===== src/rtl/mmt_pkg.sv =====
// Shared definitions for the multi-mode timer channel.
// Assumes: mode codes above 4 are treated as interval mode by the controller.
package mmt_pkg;

    localparam logic [2:0] MODE_INTERVAL    = 3'd0;
    localparam logic [2:0] MODE_EVENT       = 3'd1;
    localparam logic [2:0] MODE_CAPTURE     = 3'd2;
    localparam logic [2:0] MODE_ONESHOT     = 3'd3;
    localparam logic [2:0] MODE_CAP_ONESHOT = 3'd4;

    localparam logic [1:0] ESEL_RISE = 2'd0;
    localparam logic [1:0] ESEL_FALL = 2'd1;

    typedef enum logic [1:0] {
        ST_IDLE,   // stopped
        ST_WAIT,   // single-shot modes: waiting for trigger
        ST_PEND,   // waiting for the first count clock
        ST_RUN     // counting
    } state_e;

    typedef enum logic [2:0] {
        CMD_NONE,
        CMD_LOAD_DATA,
        CMD_LOAD_ZERO,
        CMD_DEC,
        CMD_INC,
        CMD_CAPTURE
    } cmd_e;

endpackage


===== src/rtl/mmt_edge_sync.sv =====
// Resynchronises an asynchronous level and flags its rising and falling edges.
// Assumes: STAGES >= 2; the edge flags are single-cycle and mutually exclusive.
module mmt_edge_sync #(
    parameter int STAGES = 2
) (
    input  logic clk,
    input  logic rst_n,
    input  logic din_i,
    output logic rise_o,
    output logic fall_o
);
    localparam int LAST = STAGES;

    logic [LAST:0] chain_q;

    // Shift the raw input through the synchroniser plus one history stage.
    always_ff @(posedge clk) begin
        if (!rst_n) chain_q <= '0;
        else        chain_q <= {chain_q[LAST-1:0], din_i};
    end

    // Compare the synchronised level with its previous value.
    always_comb begin
        rise_o =  chain_q[LAST-1] & ~chain_q[LAST];
        fall_o = ~chain_q[LAST-1] &  chain_q[LAST];
    end

endmodule


===== src/rtl/mmt_ctrl.sv =====
// Mode sequencer: decides each cycle which operation the datapath performs,
// tracks the run flag and the start/wait/pending/run state, and issues the
// registered interrupt pulse.
// Assumes: the mode is not changed while the channel is running.
module mmt_ctrl
    import mmt_pkg::*;
(
    input  logic       clk,
    input  logic       rst_n,
    input  logic       tick_i,
    input  logic       start_i,
    input  logic       stop_i,
    input  logic [2:0] mode_i,
    input  logic [1:0] edge_sel_i,
    input  logic       rise_i,
    input  logic       fall_i,
    input  logic       zero_i,
    output cmd_e       cmd_o,
    output logic       running_o,
    output logic       irq_o
);
    state_e     state_q, state_n;
    logic       run_q, run_n;
    logic       irq_q, irq_n;
    logic [2:0] mode_eff;
    logic       sel_edge;
    logic       single_shot;
    logic       zero_load;

    // Fold reserved mode codes onto interval mode.
    always_comb mode_eff = (mode_i > MODE_CAP_ONESHOT) ? MODE_INTERVAL : mode_i;

    // Pick the edge that counts as a trigger for the current selection.
    always_comb begin
        case (edge_sel_i)
            ESEL_RISE: sel_edge = rise_i;
            ESEL_FALL: sel_edge = fall_i;
            default:   sel_edge = rise_i | fall_i;
        endcase
    end

    // Classify the mode for start handling and first-load value.
    always_comb begin
        single_shot = (mode_eff == MODE_ONESHOT) || (mode_eff == MODE_CAP_ONESHOT);
        zero_load   = (mode_eff == MODE_CAPTURE) || (mode_eff == MODE_CAP_ONESHOT);
    end

    // Next-state, command and interrupt decision.
    always_comb begin
        state_n = state_q;
        run_n   = run_q;
        irq_n   = 1'b0;
        cmd_o   = CMD_NONE;
        if (stop_i) begin
            run_n   = 1'b0;
            state_n = ST_IDLE;
        end else if (start_i && !(single_shot && run_q)) begin
            run_n = 1'b1;
            if (mode_eff == MODE_EVENT) begin
                cmd_o   = CMD_LOAD_DATA;
                state_n = ST_RUN;
            end else if (single_shot) begin
                state_n = ST_WAIT;
            end else begin
                state_n = ST_PEND;
            end
        end else begin
            case (state_q)
                ST_WAIT: begin
                    if ((mode_eff == MODE_CAP_ONESHOT) ? rise_i : sel_edge)
                        state_n = ST_PEND;
                end
                ST_PEND: begin
                    if (tick_i) begin
                        cmd_o   = zero_load ? CMD_LOAD_ZERO : CMD_LOAD_DATA;
                        state_n = ST_RUN;
                    end
                end
                ST_RUN: begin
                    case (mode_eff)
                        MODE_EVENT: begin
                            if (sel_edge) begin
                                cmd_o = zero_i ? CMD_LOAD_DATA : CMD_DEC;
                                irq_n = zero_i;
                            end
                        end
                        MODE_CAPTURE: begin
                            if (sel_edge) begin
                                cmd_o   = CMD_CAPTURE;
                                irq_n   = 1'b1;
                                state_n = ST_PEND;
                            end else if (tick_i) begin
                                cmd_o = CMD_INC;
                            end
                        end
                        MODE_ONESHOT: begin
                            if (tick_i) begin
                                if (zero_i) begin
                                    irq_n   = 1'b1;
                                    state_n = ST_WAIT;
                                end else begin
                                    cmd_o = CMD_DEC;
                                end
                            end
                        end
                        MODE_CAP_ONESHOT: begin
                            if (fall_i) begin
                                cmd_o   = CMD_CAPTURE;
                                irq_n   = 1'b1;
                                state_n = ST_WAIT;
                            end else if (tick_i) begin
                                cmd_o = CMD_INC;
                            end
                        end
                        default: begin
                            if (tick_i) begin
                                cmd_o = zero_i ? CMD_LOAD_DATA : CMD_DEC;
                                irq_n = zero_i;
                            end
                        end
                    endcase
                end
                default: ;
            endcase
        end
    end

    // Register state, run flag and interrupt pulse.
    always_ff @(posedge clk) begin
        if (!rst_n) begin
            state_q <= ST_IDLE;
            run_q   <= 1'b0;
            irq_q   <= 1'b0;
        end else begin
            state_q <= state_n;
            run_q   <= run_n;
            irq_q   <= irq_n;
        end
    end

    assign running_o = run_q;
    assign irq_o     = irq_q;

    assert_stop_clears_R9: assert property (@(posedge clk) disable iff (!rst_n)
        stop_i |=> !run_q);

    assert_oneshot_rearm_R7: assert property (@(posedge clk) disable iff (!rst_n)
        (mode_eff == MODE_ONESHOT && state_q == ST_RUN && tick_i && zero_i && !stop_i)
        |=> (state_q == ST_WAIT && irq_q));

endmodule


===== src/rtl/mmt_datapath.sv =====
// Counter and data registers; executes one command per cycle from the
// sequencer and takes software writes to the data register.
// Assumes: a capture and a software write in the same cycle resolve to the capture.
module mmt_datapath
    import mmt_pkg::*;
#(
    parameter int W = 16
) (
    input  logic         clk,
    input  logic         rst_n,
    input  cmd_e         cmd_i,
    input  logic         wr_en_i,
    input  logic [W-1:0] wr_data_i,
    output logic [W-1:0] cnt_o,
    output logic [W-1:0] data_o,
    output logic         zero_o
);
    logic [W-1:0] cnt_q;
    logic [W-1:0] data_q;

    // Update the counter according to the command.
    always_ff @(posedge clk) begin
        if (!rst_n) begin
            cnt_q <= '0;
        end else begin
            case (cmd_i)
                CMD_LOAD_DATA: cnt_q <= data_q;
                CMD_LOAD_ZERO: cnt_q <= '0;
                CMD_DEC:       cnt_q <= cnt_q - 1'b1;
                CMD_INC:       cnt_q <= cnt_q + 1'b1;
                default:       cnt_q <= cnt_q;
            endcase
        end
    end

    // Update the data register from a capture or a software write.
    always_ff @(posedge clk) begin
        if (!rst_n)                   data_q <= '0;
        else if (cmd_i == CMD_CAPTURE) data_q <= cnt_q;
        else if (wr_en_i)              data_q <= wr_data_i;
    end

    assign cnt_o  = cnt_q;
    assign data_o = data_q;
    assign zero_o = (cnt_q == '0);

    assert_load_data_R2: assert property (@(posedge clk) disable iff (!rst_n)
        cmd_i == CMD_LOAD_DATA |=> cnt_q == $past(data_q));

    assert_load_zero_R6: assert property (@(posedge clk) disable iff (!rst_n)
        cmd_i == CMD_LOAD_ZERO |=> cnt_q == '0);

    assert_decrement_R3: assert property (@(posedge clk) disable iff (!rst_n)
        cmd_i == CMD_DEC |=> cnt_q == $past(cnt_q) - 1'b1);

    assert_capture_copy_R11: assert property (@(posedge clk) disable iff (!rst_n)
        cmd_i == CMD_CAPTURE |=> data_q == $past(cnt_q));

endmodule


===== src/rtl/mm_timer_chan.sv =====
// Multi-mode timer channel top: trigger synchroniser, mode sequencer and
// counter/data datapath.
// Assumes: cnt_tick_i is a one-cycle enable synchronous to clk; trig_i may be asynchronous.
module mm_timer_chan #(
    parameter int W           = 16,
    parameter int SYNC_STAGES = 2
) (
    input  logic         clk,
    input  logic         rst_n,
    input  logic         cnt_tick_i,
    input  logic         start_i,
    input  logic         stop_i,
    input  logic [2:0]   mode_i,
    input  logic [1:0]   edge_sel_i,
    input  logic         trig_i,
    input  logic         wr_en_i,
    input  logic [W-1:0] wr_data_i,
    output logic [W-1:0] count_o,
    output logic         running_o,
    output logic         irq_o,
    output logic [W-1:0] capture_o
);
    import mmt_pkg::*;

    logic rise;
    logic fall;
    logic zero;
    cmd_e cmd;

    mmt_edge_sync #(.STAGES(SYNC_STAGES)) u_sync (
        .clk    (clk),
        .rst_n  (rst_n),
        .din_i  (trig_i),
        .rise_o (rise),
        .fall_o (fall)
    );

    mmt_ctrl u_ctrl (
        .clk        (clk),
        .rst_n      (rst_n),
        .tick_i     (cnt_tick_i),
        .start_i    (start_i),
        .stop_i     (stop_i),
        .mode_i     (mode_i),
        .edge_sel_i (edge_sel_i),
        .rise_i     (rise),
        .fall_i     (fall),
        .zero_i     (zero),
        .cmd_o      (cmd),
        .running_o  (running_o),
        .irq_o      (irq_o)
    );

    mmt_datapath #(.W(W)) u_dp (
        .clk       (clk),
        .rst_n     (rst_n),
        .cmd_i     (cmd),
        .wr_en_i   (wr_en_i),
        .wr_data_i (wr_data_i),
        .cnt_o     (count_o),
        .data_o    (capture_o),
        .zero_o    (zero)
    );

    assert_idle_frozen_R9: assert property (@(posedge clk) disable iff (!rst_n)
        (!running_o && !start_i) |=> $stable(count_o));

endmodule


===== config.mk =====
export PLATFORM = sky130hd
export DESIGN_NAME = mm_timer_chan
export DESIGN_NICKNAME = d
export VERILOG_FILES = /design/src/rtl/mmt_pkg.sv /design/src/rtl/mmt_edge_sync.sv /design/src/rtl/mmt_ctrl.sv /design/src/rtl/mmt_datapath.sv /design/src/rtl/mm_timer_chan.sv
export SDC_FILE = /design/constraint.sdc
export NUM_CORES = 1
export LEC_CHECK = 0
export BUFFER_PORTS_ARGS = -buffer_cell sky130_fd_sc_hd__buf_2
export CAP_MARGIN = 30
export CORE_AREA = 8 8 88 90
export CTS_CLUSTER_SIZE = 12
export DETAILED_ROUTE_END_ITERATION = 6
export DIE_AREA = 0 0 96 98
export PLACE_DENSITY = 0.75
export RECOVER_POWER = 50
export SLEW_MARGIN = 20
export SYNTH_ARGS = -nofsm -noshare
export SYNTH_HDL_FRONTEND = slang
export SYNTH_SLANG_ARGS = --single-unit

===== constraint.sdc =====
create_clock -name clk -period 3.9 [get_ports clk]
set_input_delay 0 -clock clk [delete_from_list [all_inputs] [get_ports clk]]
set_output_delay 0 -clock clk [all_outputs]
set_load 0.005 [all_outputs]

=== After elaboration in Yosys (flattened, before gate mapping) ===
Index checks and enable logic that the tools add are counted.

* Muxes and demuxes: 39
* Equality and inequality tests: 20
* Add/subtract/negate cells: 2
* Bitwise operators: 7
* $lt $le $gt $ge: 1
* Reduce and logical (&&, ||, !) cells: 13

{| class="wikitable"
|+ Operators by type and width
! operator !! number
|-
| $pmux W16 S4 || 1
|-
| $mux W16 || 2
|-
| $mux W3 || 10
|-
| $mux W2 || 12
|-
| $add A16 B1 Y16 const B || 1
|-
| $logic_not A16 Y1 || 1
|-
| $sub A16 B1 Y16 const B || 1
|-
| $eq A3 B2 Y1 const B || 4
|-
| $ne A4 B3 Y1 const B || 3
|-
| $pmux W2 S3 || 2
|-
| $pmux W3 S4 || 1
|-
| $eq A3 B3 Y1 const B || 3
|-
| $mux W1 || 8
|-
| $reduce_and A8 Y1 || 1
|-
| $reduce_bool A4 Y1 || 2
|-
| $eq A3 B1 Y1 const B || 2
|-
| $pmux W3 S2 || 1
|-
| $ne A5 B1 Y1 const B || 1
|-
| $eq A2 B1 Y1 const B || 2
|-
| $eq A2 B2 Y1 const B || 2
|-
| $ne A4 B4 Y1 const B || 1
|-
| $not A1 Y1 || 4
|-
| $pmux W1 S4 || 1
|-
| $reduce_or A4 Y1 || 1
|-
| other kinds (12) || 15
|}

* Bits of input ports: 28
* Logic and storage cells: 88
* Bits in registers: 39
* Output and inout bits: 34

=== Longest topological paths before layout ===
Gate-level depths: netlist (run 1).

* Depth after elaboration: 11
* Gate-level depth with buffers: 18
* Depth with buffers taken out: 16

=== Modules after synthesis ===
From an unflattened synthesis (run 1), not the netlist that was laid out.

* Cell total of the unflattened synthesis: 358
* Area total of the unflattened synthesis: 2971.6 µm²

{| class="wikitable"
|+ By module, submodules not included
! module !! cells an instance !! instances !! seq. area each (µm²) !! area each (µm²)
|-
| mmt_datapath || 277 || 1 || 640.6 || 2287.2
|-
| mmt_ctrl || 73 || 1 || 80.1 || 593.1
|-
| mmt_edge_sync || 8 || 1 || 60.1 || 91.3
|}

=== Worst setup path before layout (run 1) ===
No wires, ideal clock.

* Path kind: register to register
* Start point: register u_sync.chain_q[2]
* End point: register u_dp.cnt_q[13] (netlist: u_dp.cnt_o[13])
* Setup slack: -0.295 ns
* Library setup time: 0.124 ns
* Data arrival time: 4.071 ns
* Cell stages (with the launch flop): 19
* Required time: 3.776 ns
* Path buffers: 2
* Clock period less this slack: 4.195 ns
* Cells stage by stage: dfxtp_1 > inv_1 > ha_1 > or3b_1 > a21oi_1 > o311ai_1 > or3_1 > nor2_1 > buf_4 > buf_6 > inv_1 > ha_1 > a21o_1 > or3_1 > o21ai_0 > o21bai_1 > a311o_1 > a32oi_1 > a21oi_1

* Word-level cells in the longest chain between the ends: 11
* Elaborated cells on any way between the ends: 18
* Those cells by class: 4 x eq/ne; 9 x mux; 4 x bitwise; 1 x reduce/logical

{| class="wikitable"
|+ RTL lines
! what !! line !! text
|-
| start, declared || mmt_edge_sync.sv:14 || <nowiki>logic [LAST:0] chain_q;</nowiki>
|-
| start signal, assigned || mmt_edge_sync.sv:19 || <nowiki>else chain_q <= {chain_q[LAST-1:0], din_i};</nowiki>
|-
| $not A1 Y1 || mmt_edge_sync.sv:24 || <nowiki>rise_o = chain_q[LAST-1] & ~chain_q[LAST];</nowiki>
|-
| $and A1 B1 Y1 || mmt_edge_sync.sv:24 ||
|-
| $or A1 B1 Y1 || mmt_ctrl.sv:38 || <nowiki>default: sel_edge = rise_i | fall_i;</nowiki>
|-
| $pmux W1 S2 || mmt_ctrl.sv:35 || <nowiki>case (edge_sel_i)</nowiki>
|-
| $mux W3 (on tied branches) || mmt_ctrl.sv:88, mmt_ctrl.sv:82 ||
|-
| $pmux W3 S4 * || mmt_ctrl.sv:80 || <nowiki>case (mode_eff)</nowiki>
|-
| $pmux W3 S2 * || mmt_ctrl.sv:68 || <nowiki>case (state_q)</nowiki>
|-
| $mux W3 * || mmt_ctrl.sv:57 || <nowiki>end else if (start_i && !(single_shot && run_q)) begin</nowiki>
|-
| $mux W3 * || mmt_ctrl.sv:54 || <nowiki>if (stop_i) begin</nowiki>
|-
| $eq A3 B3 Y1 (tied with other cells) || mmt_datapath.sv:26 || <nowiki>case (cmd_i)</nowiki>
|-
| $pmux W16 S4 or $reduce_bool A4 Y1 (tied branches) || -- ||
|-
| end signal, assigned || mmt_datapath.sv:27 || <nowiki>CMD_LOAD_DATA: cnt_q <= data_q;</nowiki>
|-
| end signal, assigned || mmt_datapath.sv:29 || <nowiki>CMD_DEC: cnt_q <= cnt_q - 1'b1;</nowiki>
|-
| end signal, assigned || mmt_datapath.sv:30 || <nowiki>CMD_INC: cnt_q <= cnt_q + 1'b1;</nowiki>
|-
| end, declared || mmt_datapath.sv:18 || <nowiki>logic [W-1:0] cnt_q;</nowiki>
|}

Every way passes the cells marked *; elsewhere a longest branch is shown, timed or not.
A chain may end at the register's enable or synchronous reset.

=== Worst setup path after layout (run 1) ===
* Start point: register u_sync.chain_q[1]
* End point: register u_dp.cnt_q[15] (netlist: u_dp.cnt_o[15])

* Word-level cells in the longest chain between the ends: 11
* Elaborated cells on any way between the ends: 18
* Those cells by class: 4 x eq/ne; 9 x mux; 4 x bitwise; 1 x reduce/logical

{| class="wikitable"
|+ RTL lines
! what !! line !! text
|-
| $not A1 Y1 || mmt_edge_sync.sv:25 || <nowiki>fall_o = ~chain_q[LAST-1] & chain_q[LAST];</nowiki>
|-
| $and A1 B1 Y1 || mmt_edge_sync.sv:25 ||
|-
| $or A1 B1 Y1 || mmt_ctrl.sv:38 ||
|-
| $pmux W1 S2 || mmt_ctrl.sv:35 ||
|-
| $mux W3 (on tied branches) || mmt_ctrl.sv:88, mmt_ctrl.sv:82 ||
|-
| $pmux W3 S4 * || mmt_ctrl.sv:80 ||
|-
| $pmux W3 S2 * || mmt_ctrl.sv:68 ||
|-
| $mux W3 * || mmt_ctrl.sv:57 ||
|-
| $mux W3 * || mmt_ctrl.sv:54 ||
|-
| $eq A3 B3 Y1 (tied with other cells) || mmt_datapath.sv:26 ||
|-
| $pmux W16 S4 or $reduce_bool A4 Y1 (tied branches) || -- ||
|}

Marked as above.

==> results of run 1 <==
power by group:
part / total, W / internal, W / switching, W
clock: 0.000253 / 0.000119 / 0.000134
combinational: 0.000332 / 0.000161 / 0.000170
sequential: 0.000433 / 0.000418 / 0.0000155
total: 0.00102 / 0.000698 / 0.000320
logic make-up after synthesis:
family	Yosys count	share of synthesized area
compound gates	137	0.322
xor+xnor	9	0.0255
fa+ha+maj	22	0.0915
buf+inv	41	0.0628
flops	39	0.253
mux	21	0.0737
simple gates	98	0.172
worst paths after layout:
| check | endpoint | slack, ns | cells past startpoint |
|---|---|---|---|
| setup / recovery | u_dp.cnt_o[15] | -0.004 | 17 |
| hold / removal | u_dp.data_o[6] | 0.06 | 4 |
| setup reg to reg | u_dp.cnt_o[15] | -0.004 | 17 |
| hold reg to reg | u_sync.chain_q[1] | 0.45 | 1 |
cell usage after synthesis, types with 4 or more instances:
library cell   n
a211oi_1       6
a21o_1         7
a21oi_1       27
a22oi_1       12
a31oi_1        8
a32oi_1        6
and2_1         9
and3_1         6
buf_2          5
buf_6          4
clkbuf_1      14
dfxtp_1       39
ha_1          21
inv_1         17
mux2i_1       19
nand2_1       30
nand2b_1       4
nand4_1        4
nor2_1        14
nor3_1         5
nor4_1         4
o211a_1       16
o21a_1         5
o21ai_0       12
o21bai_1       4
o31ai_1       18
or3_1          4
xnor2_1        6
worst max-delay path, stage by stage (launching register included):
cell and delay [ns]:
dfxtp_2 0.37, inv_1 0.06, ha_2 0.18, mux2_4 0.28, or4_4 0.43, nand4_4 0.10, a31oi_4 0.12, nor2_4 0.16
clkinvlp_4 0.19, buf_12 0.19, ha_4 0.25, a21o_1 0.20, or3_4 0.33, o211ai_1 0.25, a211oi_2 0.12, a211oi_2 0.24
mux2i_1 0.21, a31oi_1 0.10
routing by layer:
layer / vias to the layer above / track usage
met5: - / 0
met4: 0 / 0.0592
li1: 1558 / -
met3: 9 / 0.0276
met2: 85 / 0.345
met1: 1562 / 0.227
sequential cells by signal (all words and copies together), names as in the netlist:
signal            count
u_dp.cnt_o           16
u_ctrl.irq_o          1
u_ctrl.state_q        2
u_dp.data_o          16
u_ctrl.running_o      1
u_sync.chain_q        3
final cells by class:
type | instances | area, µm² | share of cell area
Tap cell | 80 | 100 | 0.0255
Sequential cell | 39 | 783 | 0.200
Timing Repair Buffer | 98 | 601 | 0.153
Multi-Input combinational cell | 287 | 2300 | 0.586
Inverter | 17 | 67.6 | 0.0172
Clock buffer | 6 | 72.6 | 0.0185
repair_timing:
action | 4_1_cts | 5_1_grt
pin swaps | 3 | 4
hold buffers | 2 | 0
hold endpoints to repair | 2 | 0
gates resized for setup | 2 | 17
setup endpoints to repair | 4 | 5
buffers inserted | 1 | 2
per-stage QoR:
step | setup WS, ns | utilization | setup TNS, ns
2_1_floorplan | -0.0496 | - | -0.121
4_1_cts | 0.0184 | 0.587 | 0
3_5_place_dp | -0.00935 | 0.570 | -0.0214
3_3_place_gp | 0.0540 | 0.570 | 0
6_report | -0.00352 | 0.604 | -0.00352
5_1_grt | -0.189 | 0.604 | -0.589
==> impl_metrics.ini, run 1 <==
[status]
outcome = complete, but fails checks
violations = negative setup slack

[cells_and_area]
final_common_cell = buf_2
final_cell_mix = buf_2, dfxtp_1, buf_4, nand2_1, a21oi_1
fin_cells = 527
nets = 498
diodes = 0
area_delta_synth_final_pct = 26.9
drive_gt1_frac = 0.302
num-fill-cells = 560
design_area_um2 = 3920

[grt]
grt_pass1_vias = 3133
grt_max_degree = 37
grt_pass1_wl_um = 15000
antenna_found_initial = 0
grt_overflow_total = 0
grt_usage = 0.193

[drt]
ant_nets = 0
dr.pass1.iters = 4
wl_met1_um = 3920
drt-initial-drc-count = 222
wl_per_cell_um = 17.8
drc = 0
highest_layer = met4
route.met3.wl_um = 461
vias = 3214
vias_per_cell = 6.10
wl_um = 9360
met2_length_um = 4850

[timing]
drv_slew = 0
clock_skew_ns = 0.00262
finalCriticalPeriod_ns = 3.90
final-setup-viol-count = 1
worstMarginPinSlew_ns = 0.826
whs_ns = 0.0606
finalHoldViolations = 0
slew_headroom = 0.449
fmax_mhz = 256
rsz0062_at_grt = true
setup_ws_ns = -0.00352
period_share = 1.00

[synth]
syn_inst = 367
syn_nets = 417
avgSynthCellArea_um2 = 8.42
synth-seq-cells = 39
synth_enable_flop_cells = 0
yosys.area.top_type = dfxtp_1
syn-cell-area_um2 = 3090
synth-async-reset-ratio = 0
yosysTopAreaCellShare = 0.253
synthFlopType = dfxtp_1
synth_area_leaders = dfxtp_1, ha_1, mux2i_1, o211a_1, a21oi_1
synth-seq-area-share = 0.253
ys_warn_count = 0
synth_cell_type_count = 58

[power_and_ir_drop]
p_per_area_nw_per_um2 = 260
p_leak_nw = 1.95
peakVddDrop_mv = 0.175
total_power_w = 0.00102

[setup_path]
cp-start-kind = register
r2r_start = u_sync.chain_q[1]
end_kind = register
critPathLaunch = u_sync.chain_q[1]
worstPathArrival_ns = 4.04
critical_path_class = reg -> reg
cp.required_ns = 4.04
crit_fanout = 7

[placement]
io_buffers = 61
dp_cells = 516
place_hpwl_um = 6730
placed_cell_area_um2 = 3700
place_congestion = 0.908

[die]
initial_core_util = 0.476
ios = 62
core_um2 = 6490
rows = 30
die_area_um2 = 9410
dieWidth_um = 96
die_y_um = 98

[hold_path]
hp-class = in -> reg
holdCritStartpoint = wr_data_i[6]

[clocking]
cts_buffer_depth = 2
cts-htree-levels = 2
cts_tree = built
root_buffer = clkbuf_8
cts_buffers = 5
cts_num_sinks = 39
clkTransAtPathRegs_ns = 0.07
clk_latency_ns = 0.29

[job]
max-cap-violations = 0
Power figures use the tool's default switching activity.
==> run 2: changes to the inputs <==
--- a/config.mk
+++ b/config.mk
@@ -5,7 +5,7 @@
 export SDC_FILE = /design/constraint.sdc
 export NUM_CORES = 1
 export LEC_CHECK = 0
-export BUFFER_PORTS_ARGS = -buffer_cell sky130_fd_sc_hd__buf_2
+export BUFFER_PORTS_ARGS = -buffer_cell sky130_fd_sc_hd__clkbuf_2
 export CAP_MARGIN = 30
 export CORE_AREA = 8 8 88 90
 export CTS_CLUSTER_SIZE = 12
==> impl_metrics.ini, run 2 (synthesized netlist as in run 1, its figures left out) <==
[timing]
rsz0062_at_grt = true
final-setup-viol-count = 1
drv_slew = 37
setup_ws_ns = -0.0116
fmax_mhz = 256
slew_headroom = -0.0369
period_share = 1.00
worstMarginPinSlew_ns = 1.56
clock_skew_ns = 0.00895
finalHoldViolations = 0
timing.setup.tns_ns = -0.0116
finalCriticalPeriod_ns = 3.91

[setup_path]
critPathLaunch = u_sync.chain_q[2]
cp-start-kind = register
reg2reg_depth = 17
crit_end = u_dp.cnt_o[15]
r2r_end = u_dp.cnt_o[15]
critical_path_class = reg -> reg
end_kind = register
crit_fanout = 7
regToRegSetupSlack_ns = -0.01
r2r_start = u_sync.chain_q[2]
worstPathArrival_ns = 4.06
cp.required_ns = 4.05

[placement]
io_buffers = 61
dp_cells = 521
place_ws_ns = -0.0448
place_congestion = 0.875
place_hpwl_um = 6720
placed_cell_area_um2 = 3740

[clocking]
cts_num_sinks = 39
root_buffer = clkbuf_8
clkTransAtPathRegs_ns = 0.08
cts_buffer_depth = 2
clk_latency_ns = 0.29
cts_buffers = 5
cts_tree = built
cts-htree-levels = 2

[grt]
antenna_found_initial = 0
grt_overflow_total = 0
grt_pass1_vias = 3280
grt_max_degree = 37
grt_pass1_wl_um = 15000
grt_usage = 0.194

[drt]
wl_per_cell_um = 17.5
drt-initial-drc-count = 197
drc = 0
vias = 3292
wl_um = 9400
vias_per_cell = 6.13
ant_nets = 0
dr.pass1.iters = 4

[cells_and_area]
area_delta_synth_final_pct = 31.2
drive_gt1_frac = 0.333
fin_cells = 537
nets = 506
final_common_cell = clkbuf_2
num-fill-cells = 541
diodes = 0
final_cell_mix = clkbuf_2, buf_4, dfxtp_1, nand2_1, a21oi_1
design_area_um2 = 4060

[power_and_ir_drop]
switching_share = 0.318
peakVddDrop_mv = 0.176
pwr-share-seq = 0.413
p_int_w = 0.000713
p_leak_nw = 1.98
power.switching_w = 0.000332
p_per_area_nw_per_um2 = 258
total_power_w = 0.00104
clkPwrFrac = 0.255
pwr-share-comb = 0.332

[die]
core_um2 = 6490
ios = 62
rows = 30
dieWidth_um = 96
initial_core_util = 0.476
die_y_um = 98
die_area_um2 = 9410

[status]
outcome = complete, but fails checks
violations = max-capacitance violations, max-slew violations, negative setup slack

[hold_path]
hp-class = in -> reg

[job]
max-cap-violations = 1
==> run 2: changes by cell type in the layout (fill, tap and decap cells not counted), moves of 2 or more <==
cell / before / now
a21oi_1: 25 / 23
clkbuf_1: 1 / 3
clkbuf_2: 0 / 60
buf_4: 34 / 42
buf_2: 61 / 0
a21oi_2: 1 / 4
ha_4: 6 / 10
ha_1: 14 / 11
==> run 2: critical path, stage by stage, from the launching register on <==
cell	delay, ns
dfxtp_2	0.33
inv_2	0.05
ha_4	0.13
or3b_4	0.37
a21oi_2	0.15
o311ai_2	0.10
or3_4	0.43
nor2_4	0.16
clkinvlp_4	0.18
buf_12	0.19
ha_4	0.25
a21o_1	0.18
or3_4	0.34
o211ai_1	0.27
a211oi_2	0.12
a211oi_2	0.20
mux2i_1	0.22
a31oi_1	0.10
==> run 2: cell type report <==
class                   count  area [µm²]  area share
clock buffers               7        76.3      0.0188
clock inverters             1        5.00     0.00123
inverters                  17        67.6      0.0167
multi-input cells         287        2360       0.582
flip-flops and latches     39         787       0.194
well taps                  80         100      0.0247
repair buffers            106         659       0.163
==> run 2: routing by layer <==
metal / wire length (µm) / vias up / track usage
li1: - / 1572 / -
met1: 3880 / 1582 / 0.223
met2: 4780 / 117 / 0.338
met3: 529 / 21 / 0.0299
met4: 221 / 0 / 0.0817
met5: 0 / - / 0
==> run 2: repair_timing <==
item | 4_1_cts | 5_1_grt
hold buffers | 2 | 0
buffers inserted | 1 | 5
gates resized for setup | 3 | 28
pin swaps | 1 | 15
hold endpoints to repair | 2 | 0
setup endpoints to repair | 3 | 5
==> run 2: how the worst min path moves through the flow <==
stage                              from                end  slack [ns]  cells after the start
after floorplan                 start_i   u_ctrl.running_o        0.12                      2
after global placement           trig_i  u_sync.chain_q[0]        0.23                      2
after detailed placement         trig_i  u_sync.chain_q[0]        0.22                      2
after CTS                 wr_data_i[10]    u_dp.data_o[10]        0.05                      4
after global routing       wr_data_i[1]     u_dp.data_o[1]        0.08                      4
final                      wr_data_i[6]     u_dp.data_o[6]        0.05                      4
==> run 2: per-stage QoR <==
step                      utilization  hold slack [ns]
final                           0.624           0.0532
after global routing            0.624           0.0775
after CTS                       0.595           0.0530
after detailed placement        0.576            0.221
after global placement          0.576            0.231
after floorplan                     -            0.116
==> run 2: power groups by stage <==
stage	logic, W	registers, W	clock network, W
2_1_floorplan	0.000203	0.000444	0
3_3_place_gp	0.000308	0.000440	0
3_5_place_dp	0.000312	0.000441	0
4_1_cts	0.000322	0.000431	0.000273
5_1_grt	0.000379	0.000434	0.000291
6_report	0.000347	0.000432	0.000266
==> run 3: changes to the inputs <==
--- a/config.mk
+++ b/config.mk
@@ -11,6 +11,7 @@
 export CTS_CLUSTER_SIZE = 12
 export DETAILED_ROUTE_END_ITERATION = 6
 export DIE_AREA = 0 0 96 98
+export GPL_TIMING_DRIVEN = 0
 export PLACE_DENSITY = 0.75
 export RECOVER_POWER = 50
 export SLEW_MARGIN = 20
==> impl_metrics.ini, run 3 (synthesized netlist as in run 1, its figures left out) <==
[clocking]
root_buffer = clkbuf_8
cts-htree-levels = 2
cts_tree = built
cts_buffers = 5
clkTransAtPathRegs_ns = 0.08
cts_buffer_depth = 2
cts_num_sinks = 39
clk_latency_ns = 0.30

[power_and_ir_drop]
pwr-share-comb = 0.301
power.switching_w = 0.000335
pwr-share-seq = 0.412
peakVddDrop_mv = 0.149
switching_share = 0.313
p_leak_nw = 1.90
clkPwrFrac = 0.287
p_int_w = 0.000736
p_per_area_nw_per_um2 = 269

[status]
outcome = complete, but fails checks
violations = negative hold slack, negative setup slack

[die]
die_y_um = 98
initial_core_util = 0.476
ios = 62
rows = 30
dieWidth_um = 96
core_um2 = 6490
die_area_um2 = 9410

[grt]
grt_overflow_total = 0
grt_pass1_wl_um = 15100
grt_max_degree = 19
grt_pass1_vias = 3097
grt_usage = 0.196
antenna_found_initial = 0

[timing]
clock_skew_ns = 0.00940
setup_ws_ns = -0.0865
whs_ns = -0.00735
rsz0062_at_grt = true
finalHoldViolations = 1
finalCriticalPeriod_ns = 3.99
period_share = 1.02
slew_headroom = 0.470
drv_slew = 0
final-setup-viol-count = 3
fmax_mhz = 251
worstMarginPinSlew_ns = 0.796

[drt]
wl_um = 9740
wl_per_cell_um = 18.6
dr.pass1.iters = 6
vias_per_cell = 6.28
drc = 0
vias = 3286
drt-initial-drc-count = 220
ant_nets = 0

[job]
max-cap-violations = 0

[cells_and_area]
diodes = 0
nets = 492
drive_gt1_frac = 0.289
area_delta_synth_final_pct = 28.9
final_cell_mix = clkbuf_2, dfxtp_1, nand2_1, a21oi_1, mux2i_1
final_common_cell = clkbuf_2

[hold_path]
hp-class = in -> reg

[placement]
place_ws_ns = -0.715
io_buffers = 57
place_congestion = 0.897
place_hpwl_um = 6870

[setup_path]
end_kind = register
crit_fanout = 5
cp-start-kind = register
critical_path_class = reg -> reg
cp.required_ns = 4.08
worstPathArrival_ns = 4.17
-- run 3: worst max-delay path: stages (launching register included) --
cell	delay (ns)
dfxtp_2	0.33
inv_2	0.06
ha_4	0.13
or3b_1	0.35
a21oi_2	0.19
o311ai_4	0.13
or3_4	0.44
nor2_4	0.14
clkinvlp_4	0.19
buf_12	0.18
ha_4	0.25
a21o_1	0.18
or3_4	0.34
o211ai_1	0.29
a211oi_2	0.12
a211oi_2	0.24
mux2i_1	0.22
a31oi_1	0.09
-- run 3: worst paths after layout --
check	startpoint	to	slack (ns)	cells after the start
worst max-delay path	u_sync.chain_q[2]	u_dp.cnt_o[15]	-0.09	17
worst min-delay path	start_i	u_ctrl.running_o	-0.007	3
worst max register to register	u_sync.chain_q[2]	u_dp.cnt_o[15]	-0.09	17
worst min register to register	u_sync.chain_q[0]	u_sync.chain_q[1]	0.44	1
-- run 3: layer usage --
metal,track usage,share of wire
met2,0.330,0.49
met1,0.235,0.42
met5,0,0
met3,0.0253,0.061
met4,0.0959,0.027
-- run 3: timing repair --
| action | 4_1_cts | 5_1_grt |
|---|---|---|
| pin swaps | 8 | 16 |
| buffers inserted | 5 | 6 |
| hold buffers | 1 | 0 |
| gates cloned | 0 | 1 |
| setup endpoints to repair | 11 | 5 |
| hold endpoints to repair | 1 | 0 |
| gates resized for setup | 15 | 26 |
-- run 3: power by group through the flow --
stage | clock, W | combinational [W] | sequential [W]
after floorplan | 0 | 0.000203 | 0.000444
after CTS | 0.000313 | 0.000298 | 0.000438
final | 0.000308 | 0.000322 | 0.000441
after global routing | 0.000328 | 0.000351 | 0.000444
after detailed placement | 0 | 0.000277 | 0.000447
after global placement | 0 | 0.000274 | 0.000447
-- run 3: through the flow --
| step | util | total power [W] | TNS (ns) | cell area (µm²) | cells |
|---|---|---|---|---|---|
| detailed placement | 0.548 | 0.000724 | -3.51 | 3560 | 504 |
| CTS | 0.586 | 0.00105 | -0.00175 | 3800 | 517 |
| finish | 0.613 | 0.00107 | -0.151 | 3980 | 523 |
| global route | 0.613 | 0.00112 | -0.899 | 3980 | 523 |
| floorplan | - | 0.000647 | -0.121 | 3180 | 367 |
| global placement | 0.548 | 0.000721 | -3.54 | 3560 | 504 |
-- run 3: final cells by class --
| type | count | area [µm²] |
|---|---|---|
| clock buffers | 8 | 100 |
| well taps | 80 | 100 |
| multi-input cells | 287 | 2390 |
| plain buffers | 22 | 115 |
| flip-flops and latches | 39 | 785 |
| repair buffers | 70 | 428 |
| inverters | 17 | 67.6 |
| fillers | 564 | 2510 |
